`config.mk`:
```
export PLATFORM = sky130hd
export DESIGN_NAME = exc_restart_capture
export DESIGN_NICKNAME = d
export VERILOG_FILES = /design/src/rtl/exc_restart_capture.sv
export SDC_FILE = /design/constraint.sdc
export NUM_CORES = 1
export LEC_CHECK = 0
export BUFFER_PORTS_ARGS = -buffer_cell sky130_fd_sc_hd__buf_2
export CORE_MARGIN = 2
export CORE_UTILIZATION = 42
export CTS_CLUSTER_DIAMETER = 120
export CTS_CLUSTER_SIZE = 40
export DETAILED_ROUTE_END_ITERATION = 12
export GPL_ROUTABILITY_DRIVEN = 1
export HOLD_SLACK_MARGIN = 0.15
export PLACE_DENSITY = 0.94
export SLEW_MARGIN = 10
export SYNTH_ARGS = -nofsm -noshare
export SYNTH_HDL_FRONTEND = slang
export SYNTH_SLANG_ARGS = --single-unit
```
`constraint.sdc`:
```
create_clock -name clk -period 3.55 [get_ports clk]
set_clock_uncertainty 0.15 [all_clocks]
set_input_delay 0.5325 -clock clk [delete_from_list [all_inputs] [get_ports clk]]
set_output_delay 0.5325 -clock clk [all_outputs]
set_load 0.01 [all_outputs]
```
`src/rtl/exc_restart_capture.sv`:
```
module exc_restart_capture #(
  parameter int PC_W = 32
) (
  input  logic            clk,
  input  logic            rst_n,
  input  logic            cm_valid,
  input  logic [PC_W-1:0] cm_pc,
  input  logic            cm_in_slot,
  input  logic [PC_W-1:0] cm_branch_pc,
  input  logic            exc_req,
  input  logic            irq_req,
  input  logic            ret_req,
  output logic [PC_W-1:0] saved_pc,
  output logic            in_slot_flag,
  output logic            by_irq,
  output logic            flush,
  output logic            resume_valid,
  output logic [PC_W-1:0] resume_pc
);

  logic live;
  logic take;
  logic do_ret;

  assign live   = cm_valid && !flush;
  assign take   = live && (exc_req || irq_req);
  assign do_ret = live && ret_req && !take;

  always_ff @(posedge clk) begin
    if (!rst_n) begin
      saved_pc     <= '0;
      in_slot_flag <= 1'b0;
      by_irq       <= 1'b0;
      flush        <= 1'b0;
      resume_valid <= 1'b0;
    end else begin
      flush        <= take;
      resume_valid <= do_ret;
      if (take) begin
        saved_pc     <= cm_in_slot ? cm_branch_pc : cm_pc;
        in_slot_flag <= cm_in_slot;
        by_irq       <= !exc_req;
      end
    end
  end

  assign resume_pc = saved_pc;

endmodule


```
Yosys cells after proc, flatten, opt, wreduce, memory -nomap -nowiden
Index checks and enable logic that the tools add are counted.

Output and inout port bits: 68. Register bits after elaboration: 36.

Muxes and demuxes: 1. Reduce and logical (&&, ||, !) cells: 8.

Operators with widths (count): $mux 32 (1); $logic_and 1x1->1 (4); $logic_not 1->1 (3); $logic_or 1x1->1 (1).

Depth between registers and ports, before layout
Depth after elaboration: 5. Depth in mapped cells: 4. Mapped depth without buffers: 4.

Worst setup path before layout
No wires, ideal clock.

Kind: input -> register. Start point: in cm_in_slot. End point: reg saved_pc[27] (netlist: resume_pc[27]). Setup slack: 2057 ps. Library setup time: 115 ps. Buffers on the path: 2. Arrival: 1229 ps. Cell stages on the path: 4. Cells stage by stage: buf_2 > buf_2 > mux2i_1 > o2bb2ai_2.

Word-level cells in the longest chain between the ends: 1.

Ends and longest elaborated chain: from (decl) (line 8) `input logic cm_in_slot,`; $mux 32 (line 40) `saved_pc <= cm_in_slot ? cm_branch_pc : cm_pc;`; to (signal assigned) (line 40); to (decl) (line 13) `output logic [PC_W-1:0] saved_pc,`.

Every way passes these cells. A chain may end at the register's enable or synchronous reset.

Final worst setup path
Start point: in cm_valid. End point: reg saved_pc[11] (netlist: resume_pc[11]).

Word-level cells in the longest chain between the ends: 2.

Ends and longest elaborated chain: from (decl) (line 6) `input logic cm_valid,`; $logic_and 1x1->1 (line 25) `assign live = cm_valid && !flush;`; $logic_and 1x1->1 (line 26) `assign take = live && (exc_req || irq_req);`.

Every way passes these cells.

==> results.toml <==
[run_status]
outcome = "complete, no violations"

[die]
die_y_um = 68.1
rows = 23
pin_count = 139
die-area_um2 = 4630
start_util = 0.434
core-area_um2 = 3970
chipWidth_um = 68.1

[cells_and_area]
diodes = 0
fin_cells = 306
drive_gt1_frac = 0.586
syn_to_final_growth_pct = 30.6
nets = 327

[cts]
htree_levels = 2
postCtsSetupBuffers = 0
cts.sinks = 36
cts-resized-gates = 0
clkSlewWorstSetupHoldPaths_ns = 0.07
clockBufferDepth = 2
cts_tree = "done"
clk_latency_ns = 0.27
cts_buffers = 5
root_buffer = "clkbuf_8"
ctsHoldBuffers = 0

[yosys]
syn_inst = 152
yosys.area.top_type = "dfxtp_1"
yosysSeqAreaShare = 0.418
ys_types = 16
yosys_warnings = 0
synth_area_leaders = "dfxtp_1 42%, mux2i_1 19%, o2bb2ai_1 15%, buf_4 14%, buf_6 2.0%"
syn_area_um2 = 1720
synth_top_area_share = 0.418
ys_seq_elements = 36
synthesis.nets = 223
postSynthAreaPerCell_um2 = 11.3

[timing]
whs_ns = 0.301
setup-tns-final_ns = 0
slew_headroom = 0.390
period_needed_ns = 1.83
tightest_slew_ns = 0.915
slew_violations = 0
setup_violations = 0
rsz0062_at_grt = "false"
finalHoldViolCount = 0
worst_slack_ns = 1.72
min_period_over_period = 0.516
fmax_mhz = 545

[global_route]
antenna_found_initial = 0
grt_start_max_net_pins = 35
grt_pass1_wl_um = 5260
grt_usage = 0.150
overflow = 0
grt_pass1_vias = 1246

[critical_path]
cp.buffers_inverters = 2
path_delay_family = "simple AND/OR/NAND/NOR gates"
path_max_fanout = 19
worstPathArrival_ns = 1.89
crit_chain = "buf_2 > nor2b_4 > nand3_1 > buf_4 > o2bb2ai_1"
critPathMaxStageDelay_ns = 0.50
cp_slowest_cell = "nand3_1"
crit_path_end_kind = "flip-flop"
crit_type = "input pin to flip-flop"
startpoint_type = "input pin"
crit_required_ns = 3.60

[placed_design]
dp_slack_ns = 1.38
dp_hpwl_um = 2910
gp_congestion = 0.665
port_buffers = 138
dp_cells = 299

[job]
maxCapViolCount = 0

[route]
postRouteAntennaNets = 0
viasPerCell = 4.74
first_pass_iters = 4
drtIter0Drc = 42
drc_errors = 0
wire_per_inst_um = 12.1
wl_um = 3710
vias = 1451

[pwr]
power_uw = 899
ir_drop_mv = 0.226
powerDensity_nw_per_um2 = 400
power.leakage_uw = 0.00125

[min_path]
hold_class = "input pin to flip-flop"
==> cell usage in the layout, fill, tap and decap left out <==
cell	count
dfxtp_1	36
buf_2	138
mux2i_1	32
a22o_1	1
a211oi_1	1
clkbuf_8	5
a21oi_4	1
o2bb2ai_1	30
clkinv_2	1
and3_1	1
inv_1	2
nor2b_4	1
buf_4	1
or2_4	1
clkbuf_1	1
nand3_1	1
o2bb2ai_2	2
a21oi_1	1
==> cell usage after synthesis (all sizes together) <==
cell / count
buf: 42
dfxtp: 36
mux2i: 32
o2bb2ai: 32
a21oi: 2
inv: 2
a211oi: 1
a22o: 1
and3: 1
nand3: 1
nor2b: 1
or2: 1
==> layer usage <==
metal | GRT usage | routed length (µm)
met1 | 0.167 | 1450
met2 | 0.262 | 1870
met3 | 0.0543 | 369
met4 | 0.0500 | 18
met5 | 0 | 0
==> state kept, by name, indices dropped and copies added, names as in the netlist <==
signal,flops
by_irq,1
flush,1
in_slot_flag,1
resume_pc,32
resume_valid,1
==> power by group <==
part           switching [µW]  internal [µW]  total [µW]
Clock                     129            133         262
Combinational            92.6           94.3         187
Sequential               18.7            432         450
Total                     240            659         899
==> layout make-up <==
type,count,area [µm²]
Clock buffer,6,72.6
Clock inverter,1,5.00
Fill cell,349,1720
Inverter,2,7.51
Multi-Input combinational cell,72,684
Sequential cell,36,721
Tap cell,50,62.6
Timing Repair Buffer,139,698
==> worst reg2reg max path, cell delays in order (launching register included) <==
cell and delay, ns:
dfxtp_1 0.33, nor2b_4 0.18, nand3_1 0.50, buf_4 0.41
o2bb2ai_1 0.16
==> kinds of logic (layout without fill, tap and decap cells) <==
family	count (synthesis)	after routing	synth area share
AOI/OAI and AO/OA	36	36	0.192
muxes	32	32	0.186
and+or+nand+nor	4	4	0.0196
buffers and inverters	44	148	0.185
DFF	36	36	0.418
==> through the flow <==
stage	util	cell area, µm²
6_report	0.567	2250
5_1_grt	0.567	2250
4_1_cts	0.567	2250
3_5_place_dp	0.547	2170
3_3_place_gp	0.547	2170
2_1_floorplan	-	1720
==> path summary, 6_finish.rpt <==
kind	start	to	slack, ns	cells past startpoint
worst max register to register	flush	resume_pc[11]	1.74	4
worst min register to register	resume_pc[24]	resume_pc[24]	0.33	1
worst max-delay path	cm_valid	resume_pc[11]	1.72	5
worst min-delay path	exc_req	by_irq	0.30	2
No activity file was read; power rests on OpenSTA's default activity.
